$ cat config.mk
export PLATFORM = sky130hd
export DESIGN_NAME = olsq_core
export DESIGN_NICKNAME = d
export VERILOG_FILES = /design/src/rtl/olsq_pkg.sv /design/src/rtl/olsq_mem.sv /design/src/rtl/olsq_alu.sv /design/src/rtl/olsq_seq.sv /design/src/rtl/olsq_core.sv
export SDC_FILE = /design/constraint.sdc
export NUM_CORES = 2
export LEC_CHECK = 0
export BUFFER_PORTS_ARGS = -buffer_cell sky130_fd_sc_hd__buf_4
export CAP_MARGIN = 20
export CORE_ASPECT_RATIO = 0.6
export CORE_UTILIZATION = 25
export CTS_BUF_LIST = sky130_fd_sc_hd__clkbuf_4 sky130_fd_sc_hd__clkbuf_8
export DETAILED_ROUTE_END_ITERATION = 10
export SYNTH_ARGS = -nofsm -noshare
export SYNTH_HDL_FRONTEND = slang
export SYNTH_SLANG_ARGS = --single-unit
$ cat constraint.sdc
create_clock -name clk -period 21.2 [get_ports clk]
set_input_delay 3.18 -clock clk [delete_from_list [all_inputs] [get_ports clk]]
set_output_delay 3.18 -clock clk [all_outputs]
set_load 0.02 [all_outputs]
$ cat src/rtl/olsq_pkg.sv
package olsq_pkg;
  typedef enum logic [2:0] {
    ST_IDLE,
    ST_FA,
    ST_FB,
    ST_FC,
    ST_RA,
    ST_RB,
    ST_WR,
    ST_HALT
  } olsq_state_e;
endpackage

$ cat src/rtl/olsq_mem.sv
module olsq_mem #(
  parameter int AW = 8,
  parameter int DW = 8
) (
  input  logic          clk,
  input  logic          we,
  input  logic [AW-1:0] addr,
  input  logic [DW-1:0] wdata,
  output logic [DW-1:0] rdata,
  input  logic [AW-1:0] dbg_addr,
  output logic [DW-1:0] dbg_data
);
  localparam int DEPTH = 1 << AW;

  logic [DW-1:0] store_q [DEPTH];

  always_ff @(posedge clk) begin
    if (we) store_q[addr] <= wdata;
  end

  assign rdata    = store_q[addr];
  assign dbg_data = store_q[dbg_addr];
endmodule

$ cat src/rtl/olsq_alu.sv
module olsq_alu #(
  parameter int DW = 8
) (
  input  logic [DW-1:0] minuend,
  input  logic [DW-1:0] subtrahend,
  output logic [DW-1:0] diff,
  output logic          leq
);
  always_comb begin
    diff = minuend - subtrahend;
    leq  = diff[DW-1] | (diff == '0);
  end
endmodule

$ cat src/rtl/olsq_seq.sv
module olsq_seq
  import olsq_pkg::*;
#(
  parameter int AW = 8,
  parameter int DW = 8
) (
  input  logic          clk,
  input  logic          rst_n,
  input  logic          start,
  input  logic [DW-1:0] rdata,
  input  logic          leq_i,
  output logic [AW-1:0] mem_addr,
  output logic          mem_we,
  output logic [DW-1:0] opnd_a,
  output logic [DW-1:0] opnd_b,
  output logic          busy,
  output logic          halted
);
  localparam logic [AW-1:0] STOP_PC = '1;
  localparam logic [AW-1:0] STRIDE  = AW'(3);

  olsq_state_e   state_q;
  logic [AW-1:0] pc_q, a_ptr_q, b_ptr_q, c_ptr_q;
  logic [DW-1:0] va_q, vb_q;
  logic [AW-1:0] next_pc;

  assign next_pc = leq_i ? c_ptr_q : pc_q + STRIDE;

  always_comb begin
    unique case (state_q)
      ST_FA:   mem_addr = pc_q;
      ST_FB:   mem_addr = pc_q + AW'(1);
      ST_FC:   mem_addr = pc_q + AW'(2);
      ST_RA:   mem_addr = a_ptr_q;
      ST_RB:   mem_addr = b_ptr_q;
      ST_WR:   mem_addr = b_ptr_q;
      default: mem_addr = pc_q;
    endcase
  end

  assign mem_we = (state_q == ST_WR);
  assign opnd_a = va_q;
  assign opnd_b = vb_q;
  assign busy   = (state_q != ST_IDLE) && (state_q != ST_HALT);
  assign halted = (state_q == ST_HALT);

  always_ff @(posedge clk) begin
    if (!rst_n) begin
      state_q <= ST_IDLE;
      pc_q    <= '0;
      a_ptr_q <= '0;
      b_ptr_q <= '0;
      c_ptr_q <= '0;
      va_q    <= '0;
      vb_q    <= '0;
    end else begin
      unique case (state_q)
        ST_IDLE: if (start) state_q <= (pc_q == STOP_PC) ? ST_HALT : ST_FA;
        ST_FA: begin a_ptr_q <= AW'(rdata); state_q <= ST_FB; end
        ST_FB: begin b_ptr_q <= AW'(rdata); state_q <= ST_FC; end
        ST_FC: begin c_ptr_q <= AW'(rdata); state_q <= ST_RA; end
        ST_RA: begin va_q <= rdata; state_q <= ST_RB; end
        ST_RB: begin vb_q <= rdata; state_q <= ST_WR; end
        ST_WR: begin
          pc_q    <= next_pc;
          state_q <= (next_pc == STOP_PC) ? ST_HALT : ST_FA;
        end
        default: state_q <= ST_HALT;
      endcase
    end
  end

  // a taken branch loads the C operand
  a_r4_branch_to_c: assert property (@(posedge clk) disable iff (!rst_n)
    (state_q == ST_WR && leq_i) |=> (pc_q == $past(c_ptr_q)));

  // fall-through advances by three, modulo 256
  a_r5_step_three: assert property (@(posedge clk) disable iff (!rst_n)
    (state_q == ST_WR && !leq_i) |=> (pc_q == $past(pc_q) + STRIDE));

  // identical operand addresses always branch
  a_r9_same_addr: assert property (@(posedge clk) disable iff (!rst_n)
    (state_q == ST_WR && a_ptr_q == b_ptr_q) |-> leq_i);

  // halt is sticky until reset
  a_r6_halt_sticky: assert property (@(posedge clk) disable iff (!rst_n)
    halted |=> halted);
endmodule

$ cat src/rtl/olsq_core.sv
module olsq_core
  import olsq_pkg::*;
#(
  parameter int AW = 8,
  parameter int DW = 8
) (
  input  logic          clk,
  input  logic          rst_n,
  input  logic          start,
  input  logic          ld_valid,
  output logic          ld_ready,
  input  logic [AW-1:0] ld_addr,
  input  logic [DW-1:0] ld_data,
  input  logic [AW-1:0] dbg_addr,
  output logic [DW-1:0] dbg_data,
  output logic          busy,
  output logic          halted
);
  logic [AW-1:0] core_addr, mem_addr;
  logic          core_we, mem_we;
  logic [DW-1:0] mem_wdata, mem_rdata;
  logic [DW-1:0] opnd_a, opnd_b, diff;
  logic          leq;

  olsq_seq #(.AW(AW), .DW(DW)) u_seq (
    .clk      (clk),
    .rst_n    (rst_n),
    .start    (start),
    .rdata    (mem_rdata),
    .leq_i    (leq),
    .mem_addr (core_addr),
    .mem_we   (core_we),
    .opnd_a   (opnd_a),
    .opnd_b   (opnd_b),
    .busy     (busy),
    .halted   (halted)
  );

  olsq_alu #(.DW(DW)) u_alu (
    .minuend    (opnd_b),
    .subtrahend (opnd_a),
    .diff       (diff),
    .leq        (leq)
  );

  assign ld_ready  = !busy;
  assign mem_addr  = busy ? core_addr : ld_addr;
  assign mem_we    = busy ? core_we : (ld_valid && ld_ready);
  assign mem_wdata = busy ? diff : ld_data;

  olsq_mem #(.AW(AW), .DW(DW)) u_mem (
    .clk      (clk),
    .we       (mem_we),
    .addr     (mem_addr),
    .wdata    (mem_wdata),
    .rdata    (mem_rdata),
    .dbg_addr (dbg_addr),
    .dbg_data (dbg_data)
  );

  // no core write once halted
  a_r6_quiet_halt: assert property (@(posedge clk) disable iff (!rst_n)
    halted |-> !core_we);

  // an accepted start from idle leaves idle on the next edge
  a_r8_start_runs: assert property (@(posedge clk) disable iff (!rst_n)
    (!busy && !halted && start) |=> (busy || halted));
endmodule

After elaboration in Yosys (flattened, before gate mapping)
Memories as Yosys holds them, arrays and structs flattened.
Cells that the tools add are included.

operators by class
  $add $sub $neg = 4
  $mul = 0
  divide/modulo/power cells = 0
  magnitude comparators = 0
  eq/ne operators = 11
  shifts and indexed selects = 0
  muxes and demuxes = 11
  bitwise operators = 1
  reduce and logical (&&, ||, !) cells = 7

operators by type and width
  kind                 number
  $pmux 8 s4           1
  $mux 8               3
  $pmux 3 s7           1
  $add 8x2->8 const B  2
  $eq 8x8->1 const B   2
  $eq 3x3->1 const B   4
  $mux 3               3
  $add 8x1->8 const B  1
  $logic_not 8->1      1
  $sub 8x8->8          1
  $eq 3x2->1 const B   2
  $eq 3x1->1 const B   1
  $logic_not 3->1      1
  $mux 1               3
  $ne 3x3->1 const B   1
  $reduce_bool 3->1    1
  $logic_and 1x1->1    2
  $ne 2x2->1 const B   1
  $reduce_or 2->1      1
  $logic_not 1->1      1
  $or 1x1->1           1

word-level totals
  bits in registers = 51
  bits in latches = 0
  RAM bits = 2,048
  memory bits (read-only) = 0
  output and inout bits = 11
  logic and storage cells = 42
  memories kept = 1

memories
  name           depth  bits a word  rd ports  clocked after Yosys merged registers in  write ports  line            text
  u_mem.store_q  256    8            2         0                                        1            olsq_mem.sv:15  logic [DW-1:0] store_q [DEPTH];

Longest topological paths before layout
  word-level depth = 7
  mapped depth = 19
  depth with buffers taken out = 13

Hierarchy
Synthesis repeated with hierarchy kept, for this count alone.

second synthesis, totals
  cells, all modules = 5,223
  area, all modules = 99,389.1 um2

modules (own cells, without submodules)
  module     instances  cells each  area an instance (um2)  sequential area each (um2)
  olsq_mem   1          4,804       95,884.5                61,499.0
  olsq_seq   1          346         2,864.0                 1,021.0
  olsq_alu   1          53          380.4                   0.0
  olsq_core  1          20          260.2                   0.0

Worst setup path after synthesis
No wires, ideal clock.

  kind = reg2reg
  start = register u_seq.state_q[2]
  end = memory u_mem.store_q[0][0] (data pin)
  arrival = 11.493 ns
  required time = 19.006 ns
  setup slack = 7.513 ns
  stages on the path, launching flop included = 8
  path buffers = 4
  period minus slack after synthesis = 13.687 ns
  path through = dfxtp_1 buf_2 and3_1 or2_1 clkbuf_1 clkbuf_1 clkbuf_1 o21ai_0

between the ends
  cells in the longest elaborated chain, start to end = 3

ends and longest elaborated chain
  element                                                 line             text
  start, declared                                         olsq_seq.sv:22   olsq_state_e state_q;
  start signal, assigned                                  olsq_seq.sv:58   ST_IDLE: if (start) state_q <= (pc_q == STOP_PC) ? ST_HALT : ST_FA;
  start signal, assigned                                  olsq_seq.sv:66   state_q <= (next_pc == STOP_PC) ? ST_HALT : ST_FA;
  $ne 3x3->1 / $reduce_bool 3->1 (equally long branches)  olsq_seq.sv:44   assign busy = (state_q != ST_IDLE) && (state_q != ST_HALT);
  $logic_and 1x1->1 (*)                                   olsq_seq.sv:44
  $mux 8 (*)                                              olsq_core.sv:49  assign mem_wdata = busy ? diff : ld_data;
  named net mem_wdata[0]                                  olsq_core.sv:21  logic [DW-1:0] mem_wdata, mem_rdata;
  end, declared                                           olsq_mem.sv:15

The timed path passes the listed nets; every way through them passes the cells marked *.

Final worst setup path
  start = input port dbg_addr[0]
  end = output port dbg_data[6]

between the ends
  cells in the longest elaborated chain, start to end = 1

ends and longest elaborated chain
  element          line             text
  start, declared  olsq_core.sv:14  input logic [AW-1:0] dbg_addr,
  $mem_v2 256x8    n/a
  end, declared    olsq_core.sv:15  output logic [DW-1:0] dbg_data,

Every way passes these cells.

==> flow_metrics.py <==
metrics = {
    "power_and_ir_drop": {
        "power_per_cell_area_nw_per_um2": 91.53,
        "power.share.combinational": 0.238,
        "switching_share": 0.3422,
        "total_power_mw": 10.53,
        "sequentialPowerShare": 0.452,
        "vdd_ir_drop_max_uv": 49.06,
        "power.static_leakage_nw": 36.62,
        "share_clk_of_total_power": 0.310,
        "power_report.internal_total_mw": 6.929,
        "switching_power_mw": 3.605,
    },
    "sta": {
        "post-route-period-util": 0.5597,
        "worstMarginPinSlew_ps": 1348,
        "fmax_mhz": 84.28,
        "timing_hold_violations_final": 0,
        "grt_setup_unrepaired": "no",
        "final-setup-viol-count": 0,
        "finalSetupTns_ps": 0,
        "slew_headroom": 0.1011,
        "finalClockSkew_ps": 64.55,
        "finalWorstPathRequiredPeriod_ps": 11860,
        "maxSlewViolCount": 0,
    },
    "clock_network": {
        "clockRootBuffer": "sky130_fd_sc_hd__clkbuf_8",
        "post-cts-setup-buffer-count": 0,
        "cts.hold.buffers_added": 0,
        "clock_insertion_delay_worst_skew_ps": 1040,
        "htree_levels": 5,
        "cts-root-to-sink-buffers": 4,
        "cts_inserted_buffers": 298,
        "cts_tree": "done",
        "register_clock_pin_slew_on_the_reported_worst_setup_and_hold_paths_ps": 70,
        "cts_sinks": 2099,
        "cts_repair_resize_count": 0,
    },
    "final_layout": {
        "fraction_of_the_core_area_covered_by_cells_at_the_end_of_the_flow": 0.2858,
        "areaGrowthSynthToFinish_pct": 13.30,
        "final_layout_size_suffix_gt1_frac": 0.2154,
        "multi_input_comb_area_um2": 36450,
        "stdcell_area_um2": 115100,
        "nets_final": 7378,
        "nFillCells": 40110,
        "seq_area_um2": 62520,
    },
    "global_route": {
        "grt_antenna_before_repair": 48,
        "grt-ovfl-total": 0,
        "first_pass_grt_wire_length_mm": 563.8,
        "largest_net_degree_at_the_start_of_global_routing": 173,
        "grt_pass1_vias": 70110,
        "track_usage": 0.1928,
    },
    "floorplanning": {
        "dieArea_um2": 409000,
        "initial_core_util": 0.2523,
        "core_um2": 402700,
        "chipHeight_um": 495.8,
        "io-pin-count": 39,
        "die_x_um": 824.9,
        "placement_rows": 180,
    },
    "critical_path": {
        "timing.critical_path.buf_inv": 5,
        "worstRegToRegCells": 15,
        "cp_common_cell": "sky130_fd_sc_hd__mux4_2",
        "critical_path.max_fanout": 121,
        "cp.required_ps": 18020,
        "path_cells": "buf_8 -> buf_12 -> buf_4 -> buf_4 -> mux4_2 -> mux4_2 -> mux4_2 -> mux4_2 -> buf_4",
        "critical_path.startpoint_type": "primary input",
        "slowest_delay_ps": 850,
        "cp_num_cells": 9,
        "worst-endpoint-arrival_ps": 8680,
        "critical_path.endpoint_type": "primary output",
        "worst_path_dominant_cell_family": "buffers and inverters",
        "worst_path_slowest_cell": "sky130_fd_sc_hd__buf_4",
        "worst-setup-path-type": "primary input to primary output",
    },
    "detailed_routing": {
        "remaining_routing_drc_violations": 0,
        "postRouteWirelength_mm": 413.3,
        "first_iter_violations": 15170,
        "detail_route.first_pass.iterations": 7,
        "routed_wire_length_per_instance_um": 31.94,
        "viasPerCell": 5.865,
        "route.vias.total": 75880,
        "detail-route-antenna-nets": 0,
    },
    "yosys": {
        "dominantRegCellSynth": "sky130_fd_sc_hd__edfxtp_1",
        "postSynthNetCount": 7325,
        "netlist.area_leader.share": 0.6054,
        "synth_sequential_area_ratio": 0.6154,
        "number_of_enable_type_register_cells_in_the_synthesized_netlist": 2048,
        "ys_ff_latch": 2099,
        "post_synth_inst_count": 7285,
        "syn_area_per_cell_um2": 13.94,
        "synth_top_cells_by_count": "2048 x sky130_fd_sc_hd__edfxtp_1, 1453 x sky130_fd_sc_hd__nand2_1, 685 x sky130_fd_sc_hd__mux4_2",
        "synth_top_cells_by_area": "sky130_fd_sc_hd__edfxtp_1 61%, sky130_fd_sc_hd__mux4_2 15%, sky130_fd_sc_hd__nand2_1 5.4%",
        "syn_area_um2": 101600,
        "yosysWarnings": 0,
        "synth_cell_type_count": 93,
        "synth_area_leader_cell": "sky130_fd_sc_hd__edfxtp_1",
        "yosys.cell_count.top_type": "sky130_fd_sc_hd__edfxtp_1",
        "postSynth.asyncResetShare": 0,
    },
    "worst_hold_path": {
        "worstHoldPathType": "register to register",
        "timing.hold.worst_path_depth": 2,
    },
    "placed_design": {
        "placed_cell_area_um2": 108800,
        "gp_congestion": 0.9578,
        "place.port_buffers": 38,
        "place_hpwl_mm": 264.1,
    },
    "status": {
        "status": "complete, no violations",
    },
    "flow_run": {
        "cap_violations": 0,
    },
}
-- worst paths after layout --
| kind | slack (ps) | endpoint | from |
|---|---|---|---|
| setup / recovery | 9340 | dbg_data[6] | dbg_addr[0] |
| hold / removal | 550 | u_seq.opnd_b[5] | u_seq.opnd_b[5] |
| setup reg to reg | 13520 | u_seq.opnd_a[3] | u_seq.state_q[1] |
| hold reg to reg | 550 | u_seq.opnd_b[5] | u_seq.opnd_b[5] |
-- tightest hold or removal path: cells and delay by family, from the launching register on --
family / cells / cell delay, ps
AO/OA/AOI/OAI: 2 / 200
flip-flops: 1 / 310
-- power by group through the flow --
| stage | Combinational, mW | Clock, mW | Sequential, mW |
|---|---|---|---|
| after floorplan | 1.28 | 0 | 5.01 |
| after global placement | 2.28 | 0 | 4.85 |
| after detailed placement | 2.34 | 0 | 4.85 |
| after CTS | 2.34 | 3.26 | 4.76 |
| after global routing | 2.54 | 3.43 | 4.76 |
| final | 2.51 | 3.27 | 4.76 |
-- layer usage --
metal  share of wire  wire length [um]  GRT usage
met1            0.37            153800     0.2561
met2            0.38            156800     0.2470
met3            0.21             86640     0.1297
met4           0.037             15160    0.06067
met5          0.0022               892    0.01019
-- sequential cells by signal, summed over array words and instances, names as in the netlist --
name and cells:
u_mem.store_q 2048, u_seq.a_ptr_q 8, u_seq.b_ptr_q 8, u_seq.c_ptr_q 8, u_seq.opnd_a 8, u_seq.opnd_b 8, u_seq.pc_q 8, u_seq.state_q 3
-- area by class of cell --
| type | instances | area share |
|---|---|---|
| sequential | 2099 | 0.5432 |
| multi-input combinational | 4494 | 0.3167 |
| tap | 5369 | 0.05837 |
| clock buffer | 381 | 0.04143 |
| timing repair buffer | 421 | 0.03212 |
| clock inverter | 126 | 0.006827 |
| inverter | 24 | 0.0007827 |
| antenna | 24 | 0.0005218 |
-- cell families (layout without fill, tap and decap cells) --
kind of cell	Yosys count	in the layout	synth area share
and+or+nand+nor	2593	2593	0.1118
xor gates and xnor gates	14	14	0.001207
DFF	2099	2099	0.6154
adders and majority gates	12	12	0.001552
other	0	24	0
AOI/OAI and AO/OA	1141	1141	0.08396
muxes	734	734	0.1568
buffers and inverters	692	952	0.02931
-- cell usage in the layout, fill, tap and decap left out, drive strengths merged, types with 8 or more instances in the layout --
cell type | synthesis | layout
edfxtp | 2048 | 2048
nand2 | 1455 | 1455
mux4 | 685 | 685
nand3 | 432 | 432
buf | 374 | 412
clkbuf | 294 | 390
a211oi | 315 | 315
and3 | 299 | 299
nor2 | 298 | 298
a311oi | 189 | 189
a31oi | 178 | 178
o21ai | 102 | 102
clkinv | 0 | 100
a21oi | 77 | 77
dfxtp | 51 | 51
mux2i | 44 | 44
a311o | 44 | 44
a32oi | 43 | 43
inv | 24 | 34
o22ai | 26 | 26
diode | 0 | 24
a22oi | 23 | 23
a32o | 22 | 22
nor3 | 20 | 20
a221oi | 20 | 20
nor4 | 17 | 17
nand4 | 15 | 15
ha | 11 | 11
a31o | 10 | 10
nand2b | 9 | 9
a21o | 9 | 9
clkinvlp | 0 | 9
o21bai | 8 | 8
or4 | 8 | 8
-- stage by stage --
step                      hold slack, ps  setup WS (ps)  std cells
after global routing               565.6           9347      12920
after global placement             515.7           9517      12290
after detailed placement           532.8           9467      12340
after floorplan                    495.7           7513       7285
final                              550.7           9335      12940
after CTS                          549.9           9476      12850
No activity file was read; power rests on OpenSTA's default activity.
